### config.mk
export PLATFORM = sky130hd
export DESIGN_NAME = phase_div_clkgen
export DESIGN_NICKNAME = d
export VERILOG_FILES = /design/src/rtl/psd_pkg.sv /design/src/rtl/psd_rst_sync.sv /design/src/rtl/psd_cfg_gate.sv /design/src/rtl/psd_step_seq.sv /design/src/rtl/psd_clk_shape.sv /design/src/rtl/phase_div_clkgen.sv
export SDC_FILE = /design/constraint.sdc
export NUM_CORES = 1
export LEC_CHECK = 0
export BUFFER_PORTS_ARGS = -buffer_cell sky130_fd_sc_hd__clkbuf_2
export CORE_MARGIN = 3
export CORE_UTILIZATION = 59
export CTS_CLUSTER_SIZE = 25
export DETAILED_ROUTE_END_ITERATION = 6
export PLACE_DENSITY_LB_ADDON = 0.08
export REMOVE_ABC_BUFFERS = 1
export SLEW_MARGIN = 20
export SYNTH_ARGS = -nofsm -noshare
export SYNTH_HDL_FRONTEND = slang
export SYNTH_SLANG_ARGS = --single-unit
### constraint.sdc
create_clock -name clk_os -period 0.9 [get_ports clk_os]
set_input_delay 0.09 -clock clk_os [delete_from_list [all_inputs] [get_ports clk_os]]
set_output_delay 0.09 -clock clk_os [all_outputs]
set_load 0.01 [all_outputs]
### src/rtl/psd_pkg.sv
package psd_pkg;
  localparam int unsigned STEPS      = 8;
  localparam int unsigned STEP_W     = $clog2(STEPS);
  localparam int unsigned HIGH_STEPS = STEPS / 2;
  localparam int unsigned CODE_W     = 4;

  // divide code = factor - 1; only a sparse set of factors is accepted
  function automatic logic code_ok(input logic [CODE_W-1:0] c);
    case (c)
      4'd0, 4'd1, 4'd2, 4'd3, 4'd4, 4'd5, 4'd7, 4'd15: return 1'b1;
      default:                                          return 1'b0;
    endcase
  endfunction
endpackage

### src/rtl/psd_rst_sync.sv
module psd_rst_sync #(
  parameter int unsigned STAGES = 2
) (
  input  logic clk,
  input  logic rst_n,
  output logic rst_n_sync
);
  logic [STAGES-1:0] sh_q;
  logic [STAGES-1:0] sh_n;

  generate
    if (STAGES == 1) begin : g_single
      always_comb sh_n = 1'b1;
    end else begin : g_chain
      always_comb sh_n = {sh_q[STAGES-2:0], 1'b1};
    end
  endgenerate

  always_ff @(posedge clk or negedge rst_n) begin
    if (!rst_n) sh_q <= '0;
    else        sh_q <= sh_n;
  end

  assign rst_n_sync = sh_q[STAGES-1];
endmodule

### src/rtl/psd_cfg_gate.sv
module psd_cfg_gate
  import psd_pkg::*;
(
  input  logic              clk,
  input  logic              rst_n,
  input  logic [CODE_W-1:0] div_code,
  input  logic [STEP_W-1:0] ph_sel,
  input  logic              boundary,
  output logic [CODE_W-1:0] act_code_q,
  output logic [CODE_W-1:0] act_code_n,
  output logic [STEP_W-1:0] ph_delay,
  output logic              code_err
);
  logic [STEP_W-1:0] act_ph_q, act_ph_n;
  logic              err_q, err_n;
  logic              legal;

  always_comb begin
    legal      = code_ok(div_code);
    act_code_n = act_code_q;
    act_ph_n   = act_ph_q;
    if (boundary) begin
      act_ph_n = ph_sel;
      if (legal) act_code_n = div_code;
    end
    // extra ticks to hold the oscillator low so the new phase lines up
    ph_delay = ph_sel - act_ph_q;
    err_n    = !legal;
  end

  always_ff @(posedge clk or negedge rst_n) begin
    if (!rst_n) begin
      act_code_q <= '0;
      act_ph_q   <= '0;
      err_q      <= 1'b0;
    end else begin
      act_code_q <= act_code_n;
      act_ph_q   <= act_ph_n;
      err_q      <= err_n;
    end
  end

  assign code_err = err_q;

  assert_act_legal_R1: assert property (@(posedge clk) disable iff (!rst_n)
    code_ok(act_code_q));

  assert_bad_code_hold_R9: assert property (@(posedge clk) disable iff (!rst_n)
    (boundary && !code_ok(div_code)) |=> $stable(act_code_q));

  assert_change_at_edge_R8: assert property (@(posedge clk) disable iff (!rst_n)
    !boundary |=> ($stable(act_code_q) && $stable(act_ph_q)));
endmodule

### src/rtl/psd_step_seq.sv
module psd_step_seq
  import psd_pkg::*;
(
  input  logic              clk,
  input  logic              rst_n,
  input  logic [CODE_W-1:0] act_code,
  input  logic [CODE_W-1:0] nxt_code,
  input  logic [STEP_W-1:0] ph_delay,
  output logic              boundary,
  output logic [STEP_W-1:0] pos_n,
  output logic [CODE_W-1:0] k_n
);
  logic [STEP_W-1:0] pos_q;
  logic [CODE_W-1:0] k_q;
  logic [STEP_W-1:0] stall_q, stall_n;

  // last tick of the last oscillator period of a divided cycle
  assign boundary = (stall_q == '0) && (pos_q == '0) && (k_q == act_code);

  always_comb begin
    pos_n   = pos_q;
    k_n     = k_q;
    stall_n = stall_q;
    if (stall_q != '0) begin
      stall_n = stall_q - STEP_W'(1);
      if (stall_q == STEP_W'(1)) begin
        pos_n = STEP_W'(1);
        k_n   = '0;
      end
    end else if (boundary) begin
      if (ph_delay == '0) begin
        pos_n = STEP_W'(1);
        k_n   = '0;
      end else begin
        pos_n   = '0;
        k_n     = nxt_code;   // parks the divider in its low half
        stall_n = ph_delay;
      end
    end else begin
      pos_n = pos_q + STEP_W'(1);
      if (pos_q == '0) k_n = k_q + CODE_W'(1);
    end
  end

  always_ff @(posedge clk or negedge rst_n) begin
    if (!rst_n) begin
      pos_q   <= '0;
      k_q     <= '0;
      stall_q <= '0;
    end else begin
      pos_q   <= pos_n;
      k_q     <= k_n;
      stall_q <= stall_n;
    end
  end

  assert_stall_holds_low_R8: assert property (@(posedge clk) disable iff (!rst_n)
    (stall_q != '0) |-> (pos_q == '0));

  assert_period_index_R4: assert property (@(posedge clk) disable iff (!rst_n)
    (stall_q == '0) |-> (k_q <= act_code));
endmodule

### src/rtl/psd_clk_shape.sv
module psd_clk_shape
  import psd_pkg::*;
(
  input  logic              clk,
  input  logic              rst_n,
  input  logic [STEP_W-1:0] pos_n,
  input  logic [CODE_W-1:0] k_n,
  input  logic [CODE_W-1:0] code_n,
  output logic              osc_clk,
  output logic              int_clk,
  output logic              ext_clk
);
  logic            osc_q, div_q, ext_q;
  logic            osc_d, div_d, ext_d;
  logic [CODE_W:0] nfac;
  logic [CODE_W:0] hi_periods;

  always_comb begin
    nfac       = {1'b0, code_n} + {{CODE_W{1'b0}}, 1'b1};
    hi_periods = nfac >> 1;   // N/2 for even, (N-1)/2 for odd
    osc_d      = (pos_n != '0) && (pos_n <= STEP_W'(HIGH_STEPS));
    if (code_n == '0) div_d = osc_d;
    else              div_d = ({1'b0, k_n} < hi_periods);
    ext_d = ext_q ^ (div_d & ~div_q);
  end

  always_ff @(posedge clk or negedge rst_n) begin
    if (!rst_n) begin
      osc_q <= 1'b0;
      div_q <= 1'b0;
      ext_q <= 1'b0;
    end else begin
      osc_q <= osc_d;
      div_q <= div_d;
      ext_q <= ext_d;
    end
  end

  assign osc_clk = osc_q;
  assign int_clk = div_q;
  assign ext_clk = ext_q;

  // run-length counters used only by the checks below
  logic [7:0] osc_run_q, div_run_q;
  always_ff @(posedge clk or negedge rst_n) begin
    if (!rst_n) begin
      osc_run_q <= '0;
      div_run_q <= '0;
    end else begin
      osc_run_q <= osc_q ? osc_run_q + 8'd1 : 8'd0;
      div_run_q <= div_q ? div_run_q + 8'd1 : 8'd0;
    end
  end

  assert_osc_high_four_R3: assert property (@(posedge clk) disable iff (!rst_n)
    $fell(osc_q) |-> (osc_run_q == 8'd4));

  assert_div_on_osc_rise_R2: assert property (@(posedge clk) disable iff (!rst_n)
    $rose(div_q) |-> $rose(osc_q));

  assert_ext_on_div_rise_R7: assert property (@(posedge clk) disable iff (!rst_n)
    !$stable(ext_q) |-> $rose(div_q));

  assert_div_no_runt_R8: assert property (@(posedge clk) disable iff (!rst_n)
    $fell(div_q) |-> (div_run_q >= 8'd4));
endmodule

### src/rtl/phase_div_clkgen.sv
module phase_div_clkgen
  import psd_pkg::*;
#(
  parameter int unsigned RST_STAGES = 2
) (
  input  logic              clk_os,
  input  logic              rst_n,
  input  logic [STEP_W-1:0] phase_sel,
  input  logic [CODE_W-1:0] div_code,
  output logic              osc_clk,
  output logic              int_clk,
  output logic              ext_clk,
  output logic              code_err
);
  logic              rst_s_n;
  logic              boundary;
  logic [CODE_W-1:0] act_code_q, act_code_n;
  logic [STEP_W-1:0] ph_delay;
  logic [STEP_W-1:0] pos_n;
  logic [CODE_W-1:0] k_n;

  psd_rst_sync #(.STAGES(RST_STAGES)) u_rst (
    .clk        (clk_os),
    .rst_n      (rst_n),
    .rst_n_sync (rst_s_n)
  );

  psd_cfg_gate u_cfg (
    .clk        (clk_os),
    .rst_n      (rst_s_n),
    .div_code   (div_code),
    .ph_sel     (phase_sel),
    .boundary   (boundary),
    .act_code_q (act_code_q),
    .act_code_n (act_code_n),
    .ph_delay   (ph_delay),
    .code_err   (code_err)
  );

  psd_step_seq u_seq (
    .clk      (clk_os),
    .rst_n    (rst_s_n),
    .act_code (act_code_q),
    .nxt_code (act_code_n),
    .ph_delay (ph_delay),
    .boundary (boundary),
    .pos_n    (pos_n),
    .k_n      (k_n)
  );

  psd_clk_shape u_shape (
    .clk     (clk_os),
    .rst_n   (rst_s_n),
    .pos_n   (pos_n),
    .k_n     (k_n),
    .code_n  (act_code_n),
    .osc_clk (osc_clk),
    .int_clk (int_clk),
    .ext_clk (ext_clk)
  );
endmodule

==> results of run 1 <==
==> logic make-up after synthesis <==
| kind of cell | Yosys count |
|---|---|
| simple gates | 46 |
| mux | 5 |
| other cells | 1 |
| flops | 23 |
| compound gates | 39 |
| fa+ha+maj | 13 |
| xor+xnor | 11 |
| buf+inv | 13 |
==> per-stage QoR <==
stage / TNS (ns) / hold WS [ns] / cells / worst slack [ns]
after global placement: -21.42 / -0.126 / 247 / -2.13
after floorplan: -20.73 / -0.206 / 150 / -2.39
after detailed placement: -23.23 / -0.120 / 247 / -2.31
==> results.md, run 1 <==
* Run status: did not finish
* Stage where the flow stopped: clock tree synthesis
* Run Error: [ERROR DPL-0038] Utilization greater than 100%, impossible to legalize
* Share of synthesized flip-flops with an asynchronous set or reset at 100%
* TritonCTS Buffers at 3
* Cell types with the largest area share after synthesis: sky130_fd_sc_hd__dfrtp_1 (38%), sky130_fd_sc_hd__ha_1 (9.8%), sky130_fd_sc_hd__xnor2_1 (4.6%), sky130_fd_sc_hd__nand2_1 (3.7%), sky130_fd_sc_hd__a21oi_1 (2.9%)
* Combinational family with the most area after synthesis: compound AO/OA/AOI/OAI gates
* Post-synth design cell area at 1530 µm²
* Post-synthesis simple-gate area fraction at 17.9%
* Cells after synthesis at 151
* Xor/xnor share of the synthesized area at between 7 and 8%
* Port bufs at 12
* Hold Buf Count CTS at 2
* Number of synthesized flops with an enable pin at 0
* Setup fix buffers added after clock tree synthesis at 14
* Die Width at roughly 57 µm
* Count of state elements after synthesis at 23
* DP Area at 2050 µm²
* Clk sinks at 23
* Leading post-synthesis cells by instance count: sky130_fd_sc_hd__dfrtp_1 (23), sky130_fd_sc_hd__nand2_1 (15), sky130_fd_sc_hd__ha_1 (12)
* Syn. warnings at 0
* Post-synth top area share at 37.6%
* Count of cell types in the netlist at 49
* Die height at 56.9 µm
* Number of gates resized after CTS at 50
* Cell with the most instances after synthesis: sky130_fd_sc_hd__dfrtp_1
* Arithmetic-cell share of the synthesized area counting full adders, half adders and majority gates at 11.1%
* H-tree levels at 1
* Placer Congestion at 0.980
* Mux contribution to synthesized area at between 3 and 4%
* Proportion of synthesized chip area in sequential cells at a little under two fifths
* Starting density of the core at between 60% and 70%
* Number of top-level pins at 13
* Synth area leader: sky130_fd_sc_hd__dfrtp_1
* CTS max path bufs at 2
* Clock tree root buffer cell: sky130_fd_sc_hd__clkbuf_4
* Dominant synthesized flop cell: sky130_fd_sc_hd__dfrtp_1
* Mean post-synth cell area at 10.1 µm²
* Compound-cell area share of the yosys netlist at 18.4%
* Sum of net half-perimeters after detailed placement at roughly 3.6 mm
* Number of placement rows at 17
==> run 2: changes to the inputs <==
--- a/config.mk
+++ b/config.mk
@@ -7,10 +7,9 @@
 export LEC_CHECK = 0
 export BUFFER_PORTS_ARGS = -buffer_cell sky130_fd_sc_hd__clkbuf_2
 export CORE_MARGIN = 3
-export CORE_UTILIZATION = 59
-export CTS_CLUSTER_SIZE = 25
+export CORE_UTILIZATION = 40
 export DETAILED_ROUTE_END_ITERATION = 6
-export PLACE_DENSITY_LB_ADDON = 0.08
+export PLACE_DENSITY_LB_ADDON = 0.15
 export REMOVE_ABC_BUFFERS = 1
 export SLEW_MARGIN = 20
 export SYNTH_ARGS = -nofsm -noshare
==> run 2 against run 1 <==
Net effect: the flow now finishes, with violations (negative setup slack); synthesized cell count is the same; synthesized area is the same.
==> results.md, run 2 <==
* Max-slew headroom at 63.9%
* Worst-Skew Late Latency at 0.28 ns
* Vias per std cell at 5.47
* H-tree levels at 1
* Delay of the slowest cell on the worst path at 0.40 ns
* Aggregate routed wire length at 4.87 mm
* Final Critical Period at 3.06 ns
* Element type at the critical path end: flop
* Clock tree root buffer cell: sky130_fd_sc_hd__clkbuf_8
* Number of top-level pins at 13
* Post-synth design cell area at 1530 µm²
* Die height at 67.8 µm
* Cell with the most instances after synthesis: sky130_fd_sc_hd__dfrtp_1
* Final Worst Setup Slack at -2.16 ns
* Violated checks: negative setup slack
* Mean post-synth cell area at 10.1 µm²
* Setup repair after global routing missed its margin: yes
* CTS max path bufs at 2
* Proportion of synthesized chip area in sequential cells at between 30% and 40%
* Clock-pin transition on the worst setup and hold timing paths at 0.09 ns
* Area of the placeable core at roughly 3500 µm²
* Clock tree from TritonCTS: yes
* First-pass detailed-route iteration total at 4
* Leading cell types in the layout, fill and taps excluded: sky130_fd_sc_hd__buf_4 (59), sky130_fd_sc_hd__dfrtp_1 (22), sky130_fd_sc_hd__buf_6 (15)
* Cell types with the largest area share after synthesis: sky130_fd_sc_hd__dfrtp_1 (38%), sky130_fd_sc_hd__ha_1 (9.8%), sky130_fd_sc_hd__xnor2_1 (4.6%), sky130_fd_sc_hd__nand2_1 (3.7%), sky130_fd_sc_hd__a21oi_1 (2.9%)
* Aggregate global routing overflow at 0
* GRT Resource Usage Total at roughly 23%
* Power per Cell Area at 3630 nW/µm²
* Cell at the slowest stage of the critical path: sky130_fd_sc_hd__dfrtp_1
* Synth area leader: sky130_fd_sc_hd__dfrtp_1
* Antenna Cells at 0
* Highest clock frequency the design can meet at 326 MHz
* Final Setup Violations at 21
* Starting density of the core at 43.8%
* First-pass GRT wire length at 7.77 mm
* Clk sinks at 23
* Most common cell after layout, fill and taps aside: sky130_fd_sc_hd__buf_4
* Count of state elements after synthesis at 23
* Vias in the first global route at 1669
* Initial drt markers at 102
* Run status: finished with violations
* Number of slew-limit violations in the final report at 0
* Placer Congestion at just over 0.9
* Total die area at 4600 µm²
* Routed len/inst at 17.0 µm
* WP data arrival at 3.28 ns
* Post-synth top area share at around 38%
* Critical path start-end classification: reg -> reg
* Syn. warnings at 0
* Share of synthesized flip-flops with an asynchronous set or reset at 100%
* Logic depth of the worst register-to-register path at 16
* Share of the core filled with cells in the final layout at 75.0%
* Nets at 264
* Actual slew at the worst max-slew pin at 0.537 ns
* Dominant synthesized flop cell: sky130_fd_sc_hd__dfrtp_1
* Portion of the clock cycle consumed by the worst path in the final layout at 340%
* Maximum number of pins on one net before global-route repair at 15
* Worst vdd ir at around 0.002 V
* Required arrival time at the worst endpoint at between 1 and 1.5 ns
* Worst clock skew at about 0.011 ns
* Gate family responsible for the most delay along the worst path: compound AO/OA/AOI/OAI gates
* Number of synthesized flops with an enable pin at 0
* Layout cells sized above 1 at 61.4%
* P&R area growth vs syn at 71.4%
* Number of endpoints with negative hold slack in the final report at 0
* CP bufs+invs at 2
* ANT nets after route at 0
* Largest registers: u_cfg.act_code_q x4, u_seq.k_q x4
* Ordered list of cells on the worst path: inv_2 -> ha_4 -> and4bb_4 -> and2_4 -> nand2_4 -> nor2_4 -> mux2i_1 -> inv_1 -> ha_4 -> xnor2_2 -> ha_4 -> o21ai_4 -> o31ai_2 -> o221ai_2 -> a21oi_2 -> xnor2_1
* TritonCTS Buffers at 3
* Number of placement rows at 21
* Cell depth of the worst hold path at 3
* Leading post-synthesis cells by instance count: sky130_fd_sc_hd__dfrtp_1 (23), sky130_fd_sc_hd__nand2_1 (15), sky130_fd_sc_hd__ha_1 (12)
* Cells after synthesis at 151
* Static leakage at 1.19 nW
* Count of unresolved DRC violations after routing at 0
* Cell with the most instances on the worst path: sky130_fd_sc_hd__ha_4
* Die Width at 67.8 µm
* Routed via count at 1570
* Number of instances in the placed design at 265
* Maximum net fanout on the critical path at 3
* Logic depth of the worst setup path including buffers at 16
* Antenna violations before repair at 0
* Sum of net half-perimeters after detailed placement at 3.10 mm
* Port bufs at 12
* Final non-filler cell total at between 200 and 300
* Kind of launch point of the worst setup path: flop
* Count of cell types in the netlist at 49
* Type of the worst min-delay path: in -> reg
* Number of max-cap violations at 0
[run 2: layout make-up]
| type | count | area [µm²] |
|---|---|---|
| multi-input cells | 115 | 1200 |
| fillers | 208 | 875 |
| repair buffers | 87 | 692 |
| flip-flops and latches | 23 | 577 |
| well taps | 46 | 57.6 |
| clock buffers | 4 | 45.0 |
| inverters | 12 | 45.0 |
[run 2: logic make-up after synthesis]
kind of cell	after synthesis	synth area share [%]
AOI/OAI and AO/OA	39	18.4
other	1	0.245
adders and majority gates	13	11.1
DFF	23	37.6
muxes	5	3.68
xor gates and xnor gates	11	7.69
buffers and inverters	13	3.27
and+or+nand+nor	46	17.9
[run 2: metrics by stage]
| step | instance area, µm² | worst slack [ns] | power, mW | TNS, ns | hold slack, ns |
|---|---|---|---|---|---|
| 3_3_place_gp | 2070 | -2.20 | 6.31 | -22.16 | -0.126 |
| 6_report | 2620 | -2.16 | 9.50 | -22.94 | 0.0685 |
| 5_1_grt | 2620 | -2.30 | 10.0 | -24.50 | 0.0969 |
| 2_1_floorplan | 1520 | -2.39 | 4.25 | -20.73 | -0.206 |
| 4_1_cts | 2510 | -2.19 | 8.62 | -22.40 | 0.0936 |
| 3_5_place_dp | 2070 | -2.29 | 6.40 | -22.84 | -0.124 |
[run 2: final timing paths]
| check | start | to | slack [ns] |
|---|---|---|---|
| min reg2reg | u_rst.sh_q[1]$_DFF_PN0_ | u_seq.k_q[0]$_DFF_PN0_ | 0.17 |
| min in group asynchronous | rst_n | u_rst.sh_q[1]$_DFF_PN0_ | 0.12 |
| max | u_seq.pos_q[0]$_DFF_PN0_ | u_shape.ext_clk$_DFF_PN0_ | -2.16 |
| min | phase_sel[0] | u_cfg.act_ph_q[0]$_DFFE_PN0N_ | 0.07 |
| max in group asynchronous | u_rst.sh_q[1]$_DFF_PN0_ | u_shape.int_clk$_DFF_PN0_ | 0.51 |
| max reg2reg | u_seq.pos_q[0]$_DFF_PN0_ | u_shape.ext_clk$_DFF_PN0_ | -2.16 |
[run 2: where the power goes]
part / switching (mW) / internal (mW)
sequential: 0.330 / 1.45
clock: 0.368 / 0.318
combinational: 3.26 / 3.78
total: 3.95 / 5.55
[run 2: tightest hold or removal path: cells and delay by family]
family / cells / cell delay [ns]
buffers and inverters: 2 / 0.14
AOI/OAI and AO/OA: 1 / 0.07
[run 2: per-layer routing]
layer	routed length [µm]	vias to the layer above	global-route usage [%]	share of wire, %
met2	2390	49	39.9	49
met4	106	0	8.68	2.2
met1	2140	786	29.0	44
met5	0	-	0	0
met3	231	9	3.45	4.7
li1	-	726	-	-
[run 2: timing repair]
item / 4_1_cts / 5_1_grt
buffers inserted: 26 / 10
endpoints found under the hold margin: 2 / 0
pin swaps: 22 / 25
hold buffers: 1 / 0
resized for setup: 51 / 44
setup endpoints to repair: 22 / 21
No activity file was read; power rests on OpenSTA's default activity.
==> run 3: changes to the inputs <==
==> constraint.sdc (replaced) <==
create_clock -name clk_os -period 2.7 [get_ports clk_os]
set_input_delay 0.27 -clock clk_os [delete_from_list [all_inputs] [get_ports clk_os]]
set_output_delay 0.27 -clock clk_os [all_outputs]
set_load 0.01 [all_outputs]
==> run 3 against run 2 <==
Net effect: the flow still finishes with violations (negative setup slack); power is 71% lower; sequential share of layout area increased by 3.1 points; die area unchanged; sequential power shrank 67%; worst setup slack improved by 1.8 ns; clock power decreased by 69%; clock-buffer cell count unchanged; non-clock buffer count shrank 16; via count fell by 11%; critical path type unchanged; largest power group unchanged.
==> results.md, run 3 (synthesized netlist as in run 2, its figures left out) <==
* Number of max-cap violations at 0
* Die height at 67.8 µm
* Power per Cell Area at ~1200 nW/µm²
* Gate family responsible for the most delay along the worst path: compound AO/OA/AOI/OAI gates
* Clock tree from TritonCTS: yes
* Leading cell types in the layout, fill and taps excluded: sky130_fd_sc_hd__buf_4 (58), sky130_fd_sc_hd__dfrtp_1 (23), sky130_fd_sc_hd__nand2_1 (15)
* GRT Resource Usage Total at 19.7%
* Post-route met1 wirelength at 1.93 mm
* Delay of the slowest cell on the worst path at 0.40 ns
* Starting density of the core at 43.8%
* Initial drt markers at 86
* Worst-Skew Late Latency at 0.26 ns
* Total die area at about 4600 µm²
* Type of the worst min-delay path: in -> reg
* Highest clock frequency the design can meet at 326 MHz
* Wire length on met2 at 2.04 mm
* Launch point of the worst hold path: phase_sel[2]
* Worst-case setup slack after placement at -0.556 ns
* Slack of the worst reg-to-reg path at -0.37 ns
* Antenna Cells at 0
* Required arrival time at the worst endpoint at 2.89 ns
* Sum of net half-perimeters after detailed placement at 3.11 mm
* Clk sinks at 23
* Worst r2r dst: u_shape.ext_clk$_DFF_PN0_
* Final Setup Violations at 2
* Length of routed met3 wiring at 142 µm
* Maximum net fanout on the critical path at 3
* Die Width at approximately 68 µm
* Antenna violations before repair at 0
* Setup repair after global routing missed its margin: yes
* First-pass detailed-route iteration total at 4
* Violated checks: negative setup slack
* Layout cells sized above 1 at 48.9%
* Ordered list of cells on the worst path: inv_2 -> ha_4 -> and4bb_4 -> and2_4 -> nand2_4 -> nor2_4 -> mux2i_1 -> inv_1 -> ha_4 -> xnor2_4 -> ha_4 -> o21ai_2 -> o31ai_2 -> o221ai_2 -> a21oi_2 -> xnor2_1
* CTS max path bufs at 2
* Kind of launch point of the worst setup path: flop
* Maximum number of pins on one net before global-route repair at 22
* Actual slew at the worst max-slew pin at 0.845 ns
* Cell depth of the worst hold path at 3
* CP bufs+invs at 2
* Clock-pin transition on the worst setup and hold timing paths at roughly 0.080 ns
* Final Critical Period at 3.07 ns
* Critical path start-end classification: reg -> reg
* Static leakage at 1.07 nW
* ANT nets after route at 0
* Vias in the first global route at between 1000 and 1500
* Hold_ws at 0.236 ns
* Uppermost layer routed: met4
* Vias per std cell at roughly 5.2
* Port bufs at 12
* Element type at the critical path end: flop
* P&R area growth vs syn at 49.9%
* Routed via count at 1400
* H-tree levels at 1
* Cell at the slowest stage of the critical path: sky130_fd_sc_hd__dfrtp_1
* Clock tree root buffer cell: sky130_fd_sc_hd__clkbuf_8
* Cell with the most instances on the worst path: sky130_fd_sc_hd__ha_4
* Worst clock skew at 0.00208 ns
* Area of the placeable core at 3490 µm²
* Routed len/inst at 15.4 µm
* Count of unresolved DRC violations after routing at 0
* Number of top-level pins at 13
* Nets at 248
* Run status: finished with violations
* Worst vdd ir at between 0.0006 and 0.0007 V
* Logic depth of the worst register-to-register path at 16
* Placer Congestion at 0.872
* Max-slew headroom at 43.6%
* Aggregate routed wire length at 4.18 mm
* Aggregate global routing overflow at 0
* Portion of the clock cycle consumed by the worst path in the final layout at 114%
* TritonCTS Buffers at 3
* Largest registers: u_cfg.act_code_q x4, u_seq.k_q x4
* Final Worst Setup Slack at -0.371 ns
* Number of slew-limit violations in the final report at 0
* Most common cell after layout, fill and taps aside: sky130_fd_sc_hd__buf_4
* Number of endpoints with negative hold slack in the final report at 0
* Crit Reg-Reg Startpoint: u_seq.stall_q[1]$_DFFE_PN0P_
* Number of placement rows at 21
* WP data arrival at 3.26 ns
* First-pass GRT wire length at 6.73 mm
* Worst Hold Path EP: u_cfg.act_ph_q[2]$_DFFE_PN0N_
[run 3: worst min-delay path, cell delays in order]
cell and delay (ns):
sky130_fd_sc_hd__clkbuf_2 0.10, sky130_fd_sc_hd__nand2_1 0.05, sky130_fd_sc_hd__nand2_1 0.05
[run 3: worst max-delay path by stage]
| stage | cells past startpoint | from | to | slack [ns] |
|---|---|---|---|---|
| after detailed placement | 16 | u_seq.stall_q[1]$_DFFE_PN0P_ | u_shape.ext_clk$_DFF_PN0_ | -0.56 |
| after floorplan | 16 | u_seq.stall_q[0]$_DFFE_PN0P_ | u_shape.ext_clk$_DFF_PN0_ | -0.59 |
| final | 16 | u_seq.stall_q[1]$_DFFE_PN0P_ | u_shape.ext_clk$_DFF_PN0_ | -0.37 |
| after CTS | 16 | u_seq.stall_q[1]$_DFFE_PN0P_ | u_shape.ext_clk$_DFF_PN0_ | -0.42 |
| after global routing | 16 | u_seq.pos_q[0]$_DFF_PN0_ | u_shape.ext_clk$_DFF_PN0_ | -0.54 |
| after global placement | 16 | u_seq.stall_q[1]$_DFFE_PN0P_ | u_shape.ext_clk$_DFF_PN0_ | -0.39 |
[run 3: repair_timing]
item | CTS | global route
endpoints found under the setup margin | 2 | 2
buffers inserted | 7 | 4
cloned | 0 | 0
pin swaps | 13 | 13
gates resized for setup | 15 | 18
hold endpoints to repair | 2 | 0
hold buffers | 1 | 0
[run 3: power by group]
group          total (mW)  internal, mW  switching, mW
combinational        1.94          1.03          0.908
sequential          0.589         0.484          0.105
clock               0.211         0.105          0.106
total                2.74          1.62           1.12
[run 3: metal layers]
layer / vias up / global-route usage [%]
met5: - / 0
met4: 0 / 5.71
met3: 7 / 1.97
met2: 29 / 32.0
met1: 668 / 27.9
li1: 696 / -
[run 3: final cells by class]
class	count	area, µm²
inverters	12	45.0
multi-input cells	115	1060
well taps	46	57.6
clock buffers	4	45.0
flip-flops and latches	23	576
repair buffers	71	505
fillers	271	1200
[run 3: metrics by stage]
stage | util [%] | std cells | TNS [ns] | instance area, µm² | total power, mW
after floorplan | - | 150 | -1.14 | 1520 | 1.42
after global placement | 57.3 | 256 | -0.745 | 2000 | 2.04
after detailed placement | 57.3 | 256 | -1.01 | 2000 | 2.09
after CTS | 62.0 | 268 | -0.773 | 2170 | 2.48
after global routing | 65.6 | 271 | -1.02 | 2290 | 2.95
final | 65.6 | 271 | -0.717 | 2290 | 2.74
==> run 4: changes to the inputs <==
--- a/config.mk
+++ b/config.mk
@@ -11,6 +11,7 @@
 export DETAILED_ROUTE_END_ITERATION = 6
 export PLACE_DENSITY_LB_ADDON = 0.15
 export REMOVE_ABC_BUFFERS = 1
+export SETUP_SLACK_MARGIN = 0.4
 export SLEW_MARGIN = 20
 export SYNTH_ARGS = -nofsm -noshare
 export SYNTH_HDL_FRONTEND = slang
==> run 4 against run 3 <==
Net effect: sequential power about the same; clock-buffer cell count unchanged; cell count up 0.37%; via count up 2.4%; non-clock buffer count up 1; critical endpoint unchanged; flip-flop and latch count unchanged; first-iteration DRC count up 24%; die area unchanged; design area up 2.3%; the run still ends with negative setup slack left; clock power about the same.
==> results.md, run 4 (synthesized netlist as in run 2, its figures left out) <==
* Run status: finished with violations
* Violated checks: negative setup slack
* Initial drt markers at 107
* First-pass GRT wire length at a little under 7 mm
* Ordered list of cells on the worst path: xnor2_1 -> and3_1 -> nand2_4 -> nor2_4 -> mux2i_2 -> inv_1 -> ha_4 -> xnor2_4 -> ha_4 -> a211oi_4 -> o31ai_2 -> o221ai_2 -> a21oi_2 -> xnor2_1
* Clock tree from TritonCTS: yes
* Die height at 67.8 µm
* Delay of the slowest cell on the worst path at 0.41 ns
* Worst clock skew at 0.00180 ns
* Static leakage at 1.09 nW
* Number of top-level pins at 13
* Number of slew-limit violations in the final report at 0
* Die Width at 67.8 µm
* GRT Resource Usage Total at approximately a fifth
* Worst vdd ir at 0.000627 V
* Clock-pin transition on the worst setup and hold timing paths at 0.08 ns
* Leading cell types in the layout, fill and taps excluded: sky130_fd_sc_hd__buf_4 (58), sky130_fd_sc_hd__dfrtp_1 (23), sky130_fd_sc_hd__nand2_1 (15)
* Launch point of the worst hold path: phase_sel[2]
* Element type at the critical path end: flop
* Most common cell after layout, fill and taps aside: sky130_fd_sc_hd__buf_4
* Power per Cell Area at about 1200 nW/µm²
* Area of the placeable core at 3490 µm²
* Aggregate global routing overflow at 0
* TritonCTS Buffers at 3
* Number of placement rows at 21
* Worst-Skew Late Latency at between 0.2 and 0.3 ns
* Count of unresolved DRC violations after routing at 0
* Actual slew at the worst max-slew pin at 0.847 ns
* Antenna Cells at 0
* GRT Max-Usage Layer: met2
* Vias per std cell at around 5.3
* Maximum net fanout on the critical path at 3
* Number of endpoints with negative hold slack in the final report at 0
* Total die area at around 4600 µm²
* Max-slew headroom at 43.5%
* Kind of launch point of the worst setup path: flop
* Aggregate routed wire length at ~4.4 mm
* Worst Hold Path EP: u_cfg.act_ph_q[2]$_DFFE_PN0N_
* Final Worst Setup Slack at -0.427 ns
* Setup repair after global routing missed its margin: yes
* First-pass detailed-route iteration total at 4
* Type of the worst min-delay path: in -> reg
* Clk sinks at 23
* Hold_ws at about 0.24 ns
* Number of filler cells placed in the layout at between 200 and 300
* Logic depth of the worst register-to-register path at 14
* WP data arrival at 3.28 ns
* Total design power at 2.85 mW
* Maximum number of pins on one net before global-route repair at 22
* Antenna violations before repair at 0
* Required arrival time at the worst endpoint at 2.85 ns
* Port bufs at 12
* H-tree levels at 1
* Global-route track usage on met3 at 1.97%
* Clock tree root buffer cell: sky130_fd_sc_hd__clkbuf_8
* Vias in the first global route at around 1400
* Layout cells sized above 1 at 50.0%
* Slack of the worst reg-to-reg path at -0.43 ns
* Cell depth of the worst hold path at 3
* Crit Reg-Reg Startpoint: u_cfg.act_code_q[0]$_DFF_PN0_
* Sum of net half-perimeters after detailed placement at 3.11 mm
* Source of the critical timing path: u_cfg.act_code_q[0]$_DFF_PN0_
* Routed via count at 1434
* Critical path start-end classification: reg -> reg
* Nets at 249
* Worst r2r dst: u_shape.ext_clk$_DFF_PN0_
* Cell at the slowest stage of the critical path: sky130_fd_sc_hd__dfrtp_1
* Area occupied by registers at 576 µm²
* ANT nets after route at 0
* CTS max path bufs at 2
* Routed len/inst at 16.1 µm
* Placer Congestion at about 0.87
* Final Critical Period at roughly 3.1 ns
* Portion of the clock cycle consumed by the worst path in the final layout at 116%
* Met2 track demand over resource in global routing at 32.0%
* Met1 track demand over resource in global routing at about 28%
* Total area of multi-input combinational cells at ~1100 µm²
* Finished Cell Area at 2340 µm²
* Largest registers: u_cfg.act_code_q x4, u_seq.k_q x4
* DP Area at roughly 2000 µm²
* P&R area growth vs syn at 53.4%
* Starting density of the core at 43.8%
* Highest clock frequency the design can meet at about 320 MHz
* Number of max-cap violations at 0
* Final Setup Violations at 2
-- run 4: repair_timing --
item / in CTS / in global routing
hold buffers: 1 / 0
gates resized for setup: 15 / 23
buffers inserted: 7 / 4
pin swaps: 13 / 14
endpoints found under the hold margin: 2 / 0
endpoints found under the setup margin: 3 / 5
-- run 4: worst max path at each step --
stage | end | slack, ns
after CTS | u_shape.ext_clk$_DFF_PN0_ | -0.42
final | u_shape.ext_clk$_DFF_PN0_ | -0.43
after global placement | u_shape.ext_clk$_DFF_PN0_ | -0.39
after global routing | u_shape.ext_clk$_DFF_PN0_ | -0.56
after detailed placement | u_shape.ext_clk$_DFF_PN0_ | -0.56
after floorplan | u_shape.ext_clk$_DFF_PN0_ | -0.59
-- run 4: power breakdown --
part | switching [mW] | leakage (nW) | internal [mW]
clock network | 0.106 | 0.0228 | 0.105
logic | 0.974 | 0.789 | 1.08
registers | 0.106 | 0.279 | 0.484
-- run 4: per-stage QoR --
stage | utilization, % | setup TNS [ns] | std cells | setup WS [ns]
after floorplan | - | -1.14 | 150 | -0.595
after global placement | 57.3 | -0.745 | 256 | -0.394
after detailed placement | 57.3 | -1.01 | 256 | -0.556
after CTS | 62.0 | -0.773 | 268 | -0.424
after global routing | 67.1 | -1.08 | 272 | -0.563
final | 67.1 | -0.823 | 272 | -0.427
-- run 4: layout make-up --
cell class	count	share of cell area, %
Clock buffer	4	1.92
Tap cell	46	2.45
Sequential cell	23	24.5
Multi-Input combinational cell	115	47.1
Timing Repair Buffer	72	22.0
Inverter	12	1.92
-- run 4: worst max-delay path, delay by kind of cell, from the launching register on --
kind / cells / cell delay (ns)
AO/OA/AOI/OAI: 4 / 0.65
flip-flops: 1 / 0.41
AND/OR/NAND/NOR: 3 / 0.50
XOR/XNOR: 3 / 0.61
buffers and inverters: 1 / 0.12
multiplexers: 1 / 0.29
adder cells (fa/ha/maj): 2 / 0.43
-- run 4: metal layers --
metal / up-vias / part of all wire, %
li1: 700 / -
met1: 699 / 46
met2: 30 / 50
met3: 5 / 3.3
met4: 0 / 0.78
met5: - / 0
